==> src/rtl/ws_ser_pkg.sv <==
package ws_ser_pkg;

    localparam int unsigned BITS_PER_PIXEL = 24;

    typedef enum logic [1:0] {
        ST_IDLE,
        ST_LOAD,
        ST_SEND,
        ST_GAP
    } ser_state_t;

    typedef logic [BITS_PER_PIXEL-1:0] wire_word_t;

    // bit-clock status shared by the sequencer and the lane shifters
    typedef struct packed {
        logic run;
        logic bit_last;
        logic word_last;
        logic zero_hi;
        logic one_hi;
    } bit_tick_t;

    // memory word 0x00RRGGBB -> order on the line: G, R, B
    function automatic wire_word_t to_wire_order(input logic [31:0] w);
        return {w[15:8], w[23:16], w[7:0]};
    endfunction

endpackage

==> src/rtl/ws_bit_clock.sv <==
module ws_bit_clock
    import ws_ser_pkg::*;
#(
    parameter int unsigned T_BIT = 62,
    parameter int unsigned T0H   = 20,
    parameter int unsigned T1H   = 40
) (
    input  logic      clk,
    input  logic      rst,
    input  logic      run,
    output bit_tick_t tick
);
    localparam int unsigned PH_W = $clog2(T_BIT);
    localparam int unsigned BN_W = $clog2(BITS_PER_PIXEL);

    logic [PH_W-1:0] phase_q;
    logic [BN_W-1:0] bitn_q;
    logic            at_bit_end;
    logic            at_word_end;

    assign at_bit_end  = (phase_q == PH_W'(T_BIT - 1));
    assign at_word_end = at_bit_end && (bitn_q == BN_W'(BITS_PER_PIXEL - 1));

    always_ff @(posedge clk) begin
        if (rst || !run) begin
            phase_q <= '0;
            bitn_q  <= '0;
        end else if (at_bit_end) begin
            phase_q <= '0;
            bitn_q  <= at_word_end ? '0 : bitn_q + BN_W'(1);
        end else begin
            phase_q <= phase_q + PH_W'(1);
        end
    end

    always_comb begin
        tick.run       = run;
        tick.bit_last  = run && at_bit_end;
        tick.word_last = run && at_word_end;
        tick.zero_hi   = (phase_q < PH_W'(T0H));
        tick.one_hi    = (phase_q < PH_W'(T1H));
    end

endmodule

==> src/rtl/ws_fetch_unit.sv <==
module ws_fetch_unit
    import ws_ser_pkg::*;
#(
    parameter int unsigned NUM_LANES = 30,
    parameter int unsigned LANE_W    = 5,
    parameter int unsigned PIX_W     = 11,
    parameter int unsigned ADDR_W    = 16
) (
    input  logic                     clk,
    input  logic                     rst,
    input  logic                     start,
    input  logic [ADDR_W-1:0]        base,
    input  logic [PIX_W-1:0]         stride,
    input  logic [LANE_W-1:0]        lanes,
    output logic                     rd_en,
    output logic [ADDR_W-1:0]        rd_addr,
    input  logic [31:0]              rd_data,
    output wire_word_t [NUM_LANES-1:0] words
);
    logic              issuing_q;
    logic [LANE_W-1:0] idx_q;
    logic [ADDR_W-1:0] addr_q;
    logic              cap_valid_q;
    logic [LANE_W-1:0] cap_idx_q;
    logic [7:0]        unused_pad;

    assign unused_pad = rd_data[31:24];
    assign rd_en      = issuing_q;
    assign rd_addr    = addr_q;

    // one read per clock, lane by lane, stepping one strand length apart
    always_ff @(posedge clk) begin
        if (rst) begin
            issuing_q <= 1'b0;
            idx_q     <= '0;
            addr_q    <= '0;
        end else if (start) begin
            issuing_q <= (lanes != '0);
            idx_q     <= '0;
            addr_q    <= base;
        end else if (issuing_q) begin
            if (idx_q + LANE_W'(1) == lanes) begin
                issuing_q <= 1'b0;
            end
            idx_q  <= idx_q + LANE_W'(1);
            addr_q <= addr_q + ADDR_W'(stride);
        end
    end

    always_ff @(posedge clk) begin
        if (rst) begin
            cap_valid_q <= 1'b0;
            cap_idx_q   <= '0;
        end else begin
            cap_valid_q <= issuing_q;
            cap_idx_q   <= idx_q;
        end
    end

    for (genvar i = 0; i < NUM_LANES; i++) begin : g_hold
        wire_word_t hold_q;
        always_ff @(posedge clk) begin
            if (rst) begin
                hold_q <= '0;
            end else if (cap_valid_q && cap_idx_q == LANE_W'(i)) begin
                hold_q <= to_wire_order(rd_data);
            end
        end
        assign words[i] = hold_q;
    end

endmodule

==> src/rtl/ws_lane_shifters.sv <==
module ws_lane_shifters
    import ws_ser_pkg::*;
#(
    parameter int unsigned NUM_LANES = 30,
    parameter int unsigned LANE_W    = 5
) (
    input  logic                       clk,
    input  logic                       rst,
    input  logic                       load,
    input  logic                       shift,
    input  wire_word_t [NUM_LANES-1:0] words,
    input  logic [LANE_W-1:0]          lane_count,
    input  bit_tick_t                  tick,
    output logic [NUM_LANES-1:0]       lines
);
    for (genvar i = 0; i < NUM_LANES; i++) begin : g_lane
        wire_word_t sr_q;
        logic       line_q;
        logic       lane_on;

        assign lane_on = (LANE_W'(i) < lane_count);

        always_ff @(posedge clk) begin
            if (rst) begin
                sr_q <= '0;
            end else if (load) begin
                sr_q <= words[i];
            end else if (shift) begin
                sr_q <= {sr_q[BITS_PER_PIXEL-2:0], 1'b0};
            end
        end

        // registered pin: high window picked by the current MSB
        always_ff @(posedge clk) begin
            if (rst) begin
                line_q <= 1'b0;
            end else begin
                line_q <= tick.run && lane_on &&
                          (sr_q[BITS_PER_PIXEL-1] ? tick.one_hi : tick.zero_hi);
            end
        end

        assign lines[i] = line_q;
    end

endmodule

==> src/rtl/ws_frame_serializer.sv <==
module ws_frame_serializer
    import ws_ser_pkg::*;
#(
    parameter int unsigned NUM_LANES = 30,
    parameter int unsigned MAX_PIX   = 1024,
    parameter int unsigned T_BIT     = 62,
    parameter int unsigned T0H       = 20,
    parameter int unsigned T1H       = 40,
    parameter int unsigned RESET_CYC = 2600,
    localparam int unsigned LANE_W     = $clog2(NUM_LANES + 1),
    localparam int unsigned PIX_W      = $clog2(MAX_PIX + 1),
    localparam int unsigned BANK_WORDS = NUM_LANES * MAX_PIX,
    localparam int unsigned ADDR_W     = $clog2(2 * BANK_WORDS)
) (
    input  logic                 clk,
    input  logic                 rst,
    input  logic                 commit,
    input  logic                 commit_bank,
    input  logic [LANE_W-1:0]    cfg_lanes,
    input  logic [PIX_W-1:0]     cfg_pixels,
    output logic                 mem_rd_en,
    output logic [ADDR_W-1:0]    mem_rd_addr,
    input  logic [31:0]          mem_rd_data,
    output logic                 busy,
    output logic                 shown_bank,
    output logic [NUM_LANES-1:0] led_out
);
    localparam int unsigned LOAD_CYC = NUM_LANES + 2;
    localparam int unsigned LC_W     = $clog2(LOAD_CYC);
    localparam int unsigned GAP_W    = $clog2(RESET_CYC);
    localparam int unsigned PX1_W    = PIX_W + 1;

    ser_state_t         state_q;
    logic [LC_W-1:0]    lcnt_q;
    logic [GAP_W-1:0]   gcnt_q;
    logic [PIX_W-1:0]   pix_idx_q;
    logic [LANE_W-1:0]  lanes_q;
    logic [PIX_W-1:0]   pix_q;
    logic               bank_q;
    logic               pend_q;
    logic               pend_bank_q;

    logic [LANE_W-1:0]  lanes_in;
    logic [PIX_W-1:0]   pix_in;
    bit_tick_t          tick;
    logic               last_pix;
    logic               start_frame;
    logic               load_first;
    logic               load_next;
    logic               shift_bit;
    logic               more_after_next;
    logic               fetch_start;
    logic [PX1_W-1:0]   fetch_pix;
    logic               fetch_bank;
    logic [ADDR_W-1:0]  fetch_base;
    logic [PIX_W-1:0]   fetch_stride;
    logic [LANE_W-1:0]  fetch_lanes;
    wire_word_t [NUM_LANES-1:0] next_words;

    // ---- runtime configuration, clamped ----
    always_comb begin
        lanes_in = (cfg_lanes > LANE_W'(NUM_LANES)) ? LANE_W'(NUM_LANES) : cfg_lanes;
        if (cfg_pixels == '0) begin
            pix_in = PIX_W'(1);
        end else if (cfg_pixels > PIX_W'(MAX_PIX)) begin
            pix_in = PIX_W'(MAX_PIX);
        end else begin
            pix_in = cfg_pixels;
        end
    end

    // ---- frame sequencing ----
    assign last_pix        = (pix_idx_q == pix_q - PIX_W'(1));
    assign start_frame     = (state_q == ST_IDLE) && pend_q;
    assign load_first      = (state_q == ST_LOAD) && (lcnt_q == LC_W'(LOAD_CYC - 1));
    assign load_next       = (state_q == ST_SEND) && tick.word_last && !last_pix;
    assign shift_bit       = (state_q == ST_SEND) && tick.bit_last && !tick.word_last;
    assign more_after_next = ({1'b0, pix_idx_q} + PX1_W'(2)) < {1'b0, pix_q};

    always_ff @(posedge clk) begin
        if (rst) begin
            state_q   <= ST_IDLE;
            lcnt_q    <= '0;
            gcnt_q    <= '0;
            pix_idx_q <= '0;
            lanes_q   <= '0;
            pix_q     <= PIX_W'(1);
            bank_q    <= 1'b0;
        end else begin
            unique case (state_q)
                ST_IDLE: begin
                    if (pend_q) begin
                        state_q <= ST_LOAD;
                        lcnt_q  <= '0;
                        lanes_q <= lanes_in;
                        pix_q   <= pix_in;
                        bank_q  <= pend_bank_q;
                    end
                end
                ST_LOAD: begin
                    if (load_first) begin
                        state_q   <= ST_SEND;
                        pix_idx_q <= '0;
                    end else begin
                        lcnt_q <= lcnt_q + LC_W'(1);
                    end
                end
                ST_SEND: begin
                    if (tick.word_last) begin
                        if (last_pix) begin
                            state_q <= ST_GAP;
                            gcnt_q  <= '0;
                        end else begin
                            pix_idx_q <= pix_idx_q + PIX_W'(1);
                        end
                    end
                end
                ST_GAP: begin
                    if (gcnt_q == GAP_W'(RESET_CYC - 1)) begin
                        state_q <= ST_IDLE;
                    end else begin
                        gcnt_q <= gcnt_q + GAP_W'(1);
                    end
                end
                default: state_q <= ST_IDLE;
            endcase
        end
    end

    // ---- commit capture: newest commit wins ----
    always_ff @(posedge clk) begin
        if (rst) begin
            pend_q      <= 1'b0;
            pend_bank_q <= 1'b0;
        end else if (commit) begin
            pend_q      <= 1'b1;
            pend_bank_q <= commit_bank;
        end else if (start_frame) begin
            pend_q <= 1'b0;
        end
    end

    // ---- prefetch control ----
    always_comb begin
        fetch_start = start_frame
                    | (load_first && pix_q > PIX_W'(1))
                    | (load_next && more_after_next);
        if (start_frame) begin
            fetch_pix = '0;
        end else if (load_first) begin
            fetch_pix = PX1_W'(1);
        end else begin
            fetch_pix = {1'b0, pix_idx_q} + PX1_W'(2);
        end
        fetch_bank   = start_frame ? pend_bank_q : bank_q;
        fetch_stride = start_frame ? pix_in : pix_q;
        fetch_lanes  = start_frame ? lanes_in : lanes_q;
        fetch_base   = (fetch_bank ? ADDR_W'(BANK_WORDS) : ADDR_W'(0)) + ADDR_W'(fetch_pix);
    end

    ws_fetch_unit #(
        .NUM_LANES (NUM_LANES),
        .LANE_W    (LANE_W),
        .PIX_W     (PIX_W),
        .ADDR_W    (ADDR_W)
    ) u_fetch (
        .clk     (clk),
        .rst     (rst),
        .start   (fetch_start),
        .base    (fetch_base),
        .stride  (fetch_stride),
        .lanes   (fetch_lanes),
        .rd_en   (mem_rd_en),
        .rd_addr (mem_rd_addr),
        .rd_data (mem_rd_data),
        .words   (next_words)
    );

    ws_bit_clock #(
        .T_BIT (T_BIT),
        .T0H   (T0H),
        .T1H   (T1H)
    ) u_clock (
        .clk  (clk),
        .rst  (rst),
        .run  (state_q == ST_SEND),
        .tick (tick)
    );

    ws_lane_shifters #(
        .NUM_LANES (NUM_LANES),
        .LANE_W    (LANE_W)
    ) u_lanes (
        .clk        (clk),
        .rst        (rst),
        .load       (load_first | load_next),
        .shift      (shift_bit),
        .words      (next_words),
        .lane_count (lanes_q),
        .tick       (tick),
        .lines      (led_out)
    );

    assign busy       = (state_q != ST_IDLE);
    assign shown_bank = bank_q;

endmodule

==> config.mk <==
export PLATFORM = sky130hd
export DESIGN_NAME = ws_frame_serializer
export DESIGN_NICKNAME = d
export VERILOG_FILES = /design/src/rtl/ws_ser_pkg.sv /design/src/rtl/ws_bit_clock.sv /design/src/rtl/ws_fetch_unit.sv /design/src/rtl/ws_lane_shifters.sv /design/src/rtl/ws_frame_serializer.sv
export SDC_FILE = /design/constraint.sdc
export NUM_CORES = 2
export LEC_CHECK = 0
export BUFFER_PORTS_ARGS = -buffer_cell sky130_fd_sc_hd__buf_2
export CORE_UTILIZATION = 35
export CTS_CLUSTER_DIAMETER = 50
export DETAILED_ROUTE_END_ITERATION = 10
export GPL_ROUTABILITY_DRIVEN = 0
export REMOVE_ABC_BUFFERS = 1
export SLEW_MARGIN = 30
export SYNTH_ARGS = -nofsm -noshare
export SYNTH_HDL_FRONTEND = slang
export SYNTH_SLANG_ARGS = --single-unit
==> constraint.sdc <==
create_clock -name clk -period 7.43 [get_ports clk]
set_input_delay 1.486 -clock clk [delete_from_list [all_inputs] [get_ports clk]]
set_output_delay 1.486 -clock clk [all_outputs]
set_load 0.02 [all_outputs]
==> results.toml <==
[setup_path]
crit_buf_inv = 3
crit_chain = "inv_1 > ha_1 > nor3b_2 > xnor2_1 > a41oi_1 > nor4_1 > and3_1 > o21a_4 > buf_4 > buf_12 > nor2_1 > a311oi_1"
cp.arrival_ns = 5.32
critPathLaunchType = "flip-flop"
cp_max_fo = 152
reg2regPathDepth = 12
cp_slowest_cell = "o21a_4"
max_stage_delay_ns = 0.79
cp.depth = 12
path_class = "flip-flop to flip-flop"
worstSetupEndpointType = "flip-flop"
crit_family = "simple AND/OR/NAND/NOR gates"
cp.required_ns = 8.12

[clock_network]
cts_resized = 0
clk_latency_ns = 0.81
clk_pin_slew_worst_paths_ns = 0.06
h-tree-depth = 4
root_buffer = "clkbuf_16"
cts_buffers = 168
clock_path_buffers = 3
post_cts_buffers = 0
cts_tree = "yes"
clock-sinks = 1558
cts_hold_buf = 0

[timing]
period_needed_ns = 4.63
skew_ns = 0.0278
hold_violations = 0
rsz0062_at_grt = "false"
max_freq_ghz = 0.216
slew_viol_final = 0
timing.final.crit_share = 0.623
fin_tns_setup_ns = 0
tightest_slew_ns = 1.07
relSlewSlack = 0.288
setup_violations = 0
setup_slack_ns = 2.80
holdWs_ns = 0.450

[place]
io_buffers = 92
place_hpwl_um = 89600
post-place-ws_ns = 2.45
placed_cells = 9831

[drt]
wl_per_cell_um = 17.4
drtIter0Drc = 5042
drt-total-wl_um = 177000
vias = 53337
drtPass1Iterations = 8
drc = 17
viasPerCell = 5.26
drtAntennaViolNets = 0

[yosys]
synth_top_family_by_area = "simple AND/OR/NAND/NOR gates"
synth-edff-count = 0
synth.area.top_cells = "dfxtp_1 (50%), nand2_1 (18%), a311oi_1 (9.7%)"
netlist_instances = 8046
synthAdderAreaFrac = 0.00853
netlist_area_um2 = 62200
ys.flop_type = "dfxtp_1"
ys_warn_count = 0
yosysMostFrequentCell = "nand2_1"
yosys-top-cells-count = "nand2_1 (2942), dfxtp_1 (1558), nor2_1 (815)"
syn_avg_cell_area_um2 = 7.73
synth_compound_gate_area_share = 0.176
ys_types = 64
ys_ff_latch = 1558
yosys.area_share.simple = 0.247
seq_area_frac_synth = 0.502
synth.area.mux_share = 0.00288
synth-xor-area-share = 0.00873
synth_top_area_share = 0.502
yosys.area.top_type = "dfxtp_1"
async_flop_share = 0

[worst_hold_path]
whs_path_depth = 2
hp-class = "flip-flop to flip-flop"

[floorplanning]
rows = 154
core_um2 = 176000
die_w_um = 423
ios = 101
die_area_um2 = 179000
die_y_um = 423
start_util = 0.353

[finish]
area_delta_synth_final_pct = 11.1
stdcell_count = 10131
final_layout_size_suffix_gt1_frac = 0.0665
diodes = 0
nNetsFinal = 7757

[grt]
grtUsageTotal = 0.191
overflow = 0
grt_pass1_wl_um = 278000
grt_start_max_net_pins = 246
antenna_found_initial = 4
grt_pass1_vias = 50129

[pwr]
p_per_area_nw_per_um2 = 258
vdd_drop_max_uv = 249
p_leak_uw = 0.0235

[status]
failed_checks = "design-rule violations"
status = "finished, violations left"

[run]
maxCapViolations = 0
-- worst paths after layout --
path / start / endpoint / slack, ns
min reg2reg: u_fetch.g_hold[12].hold_q[0] / u_lanes.g_lane[12].sr_q[0] / 0.45
max reg2reg: pix_q[1] / u_lanes.g_lane[17].sr_q[16] / 2.80
min: u_fetch.g_hold[12].hold_q[0] / u_lanes.g_lane[12].sr_q[0] / 0.45
max: pix_q[1] / u_lanes.g_lane[17].sr_q[16] / 2.80
-- per-stage QoR --
| stage | util | total power, µW | area, µm² |
|---|---|---|---|
| after global placement | 0.360 | 9670 | 63400 |
| after detailed placement | 0.360 | 9680 | 63500 |
| after floorplan | - | 9130 | 58900 |
| final | 0.392 | 17800 | 69100 |
| after CTS | 0.391 | 18000 | 69000 |
| after global routing | 0.392 | 18400 | 69100 |
-- area by class of cell --
type                       instances  area [µm²]
multi-input combinational       5700       27800
timing repair buffer             196        1570
fill                           17791      107000
clock inverter                    54         571
inverter                          40         150
tap                             2340        2930
sequential                      1558       31200
clock buffer                     243        4900
-- metal layers --
layer,vias to the layer above,GRT usage,share of wire
met5,-,0,0
met4,0,0.0803,0.039
met3,303,0.0271,0.046
met2,1203,0.331,0.48
met1,25593,0.234,0.43
li1,26238,-,-
-- flip-flops by register name (all words and copies together) (netlist names), 2 cells and up --
signal / count
gcnt_q: 12
u_clock.phase_q: 6
lanes_q: 5
u_fetch.rd_addr: 16
pix_idx_q: 11
u_lanes.g_lane.sr_q: 720
state_q: 2
pix_q: 11
u_clock.bitn_q: 5
u_fetch.g_hold.hold_q: 720
lcnt_q: 5
u_fetch.idx_q: 5
u_fetch.cap_idx_q: 5
u_lanes.g_lane.line_q: 30
-- layout by cell type, fill, tap and decap left out, drive strengths merged, types with 11 or more instances in the layout --
cell type,instances
nand2,2942
dfxtp,1558
nor2,815
a21oi,791
a311oi,691
clkbuf,243
buf,196
nand3,65
inv,49
ha,40
o21ai,32
xor2,31
xnor2,31
nor3,30
clkinv,28
a211oi,26
nor2b,23
nand2b,18
nand4,12
and3,11
-- power breakdown --
part	switching [µW]	internal, µW	total, µW	leakage, µW
Combinational	731	277	1010	0.00829
Sequential	81.5	8420	8500	0.0125
Clock	3440	4860	8300	0.00267
-- cells by family (layout without fill, tap and decap cells) --
logic type	count (synthesis)	count (layout)
and+or+nand+nor	3965	3965
AOI/OAI and AO/OA	1614	1614
DFF	1558	1558
buffers and inverters	788	533
xor gates and xnor gates	62	62
adders and majority gates	42	42
muxes	17	17
-- worst reg2reg max path, stage by stage (launching register included) --
cell and delay, ns:
dfxtp_1 0.35, inv_1 0.13, ha_1 0.23, nor3b_2 0.41, xnor2_1 0.17, a41oi_1 0.13, nor4_1 0.39, and3_1 0.49
o21a_4 0.79, buf_4 0.38, buf_12 0.44, nor2_1 0.30, a311oi_1 0.30
Power figures use the tool's default switching activity.
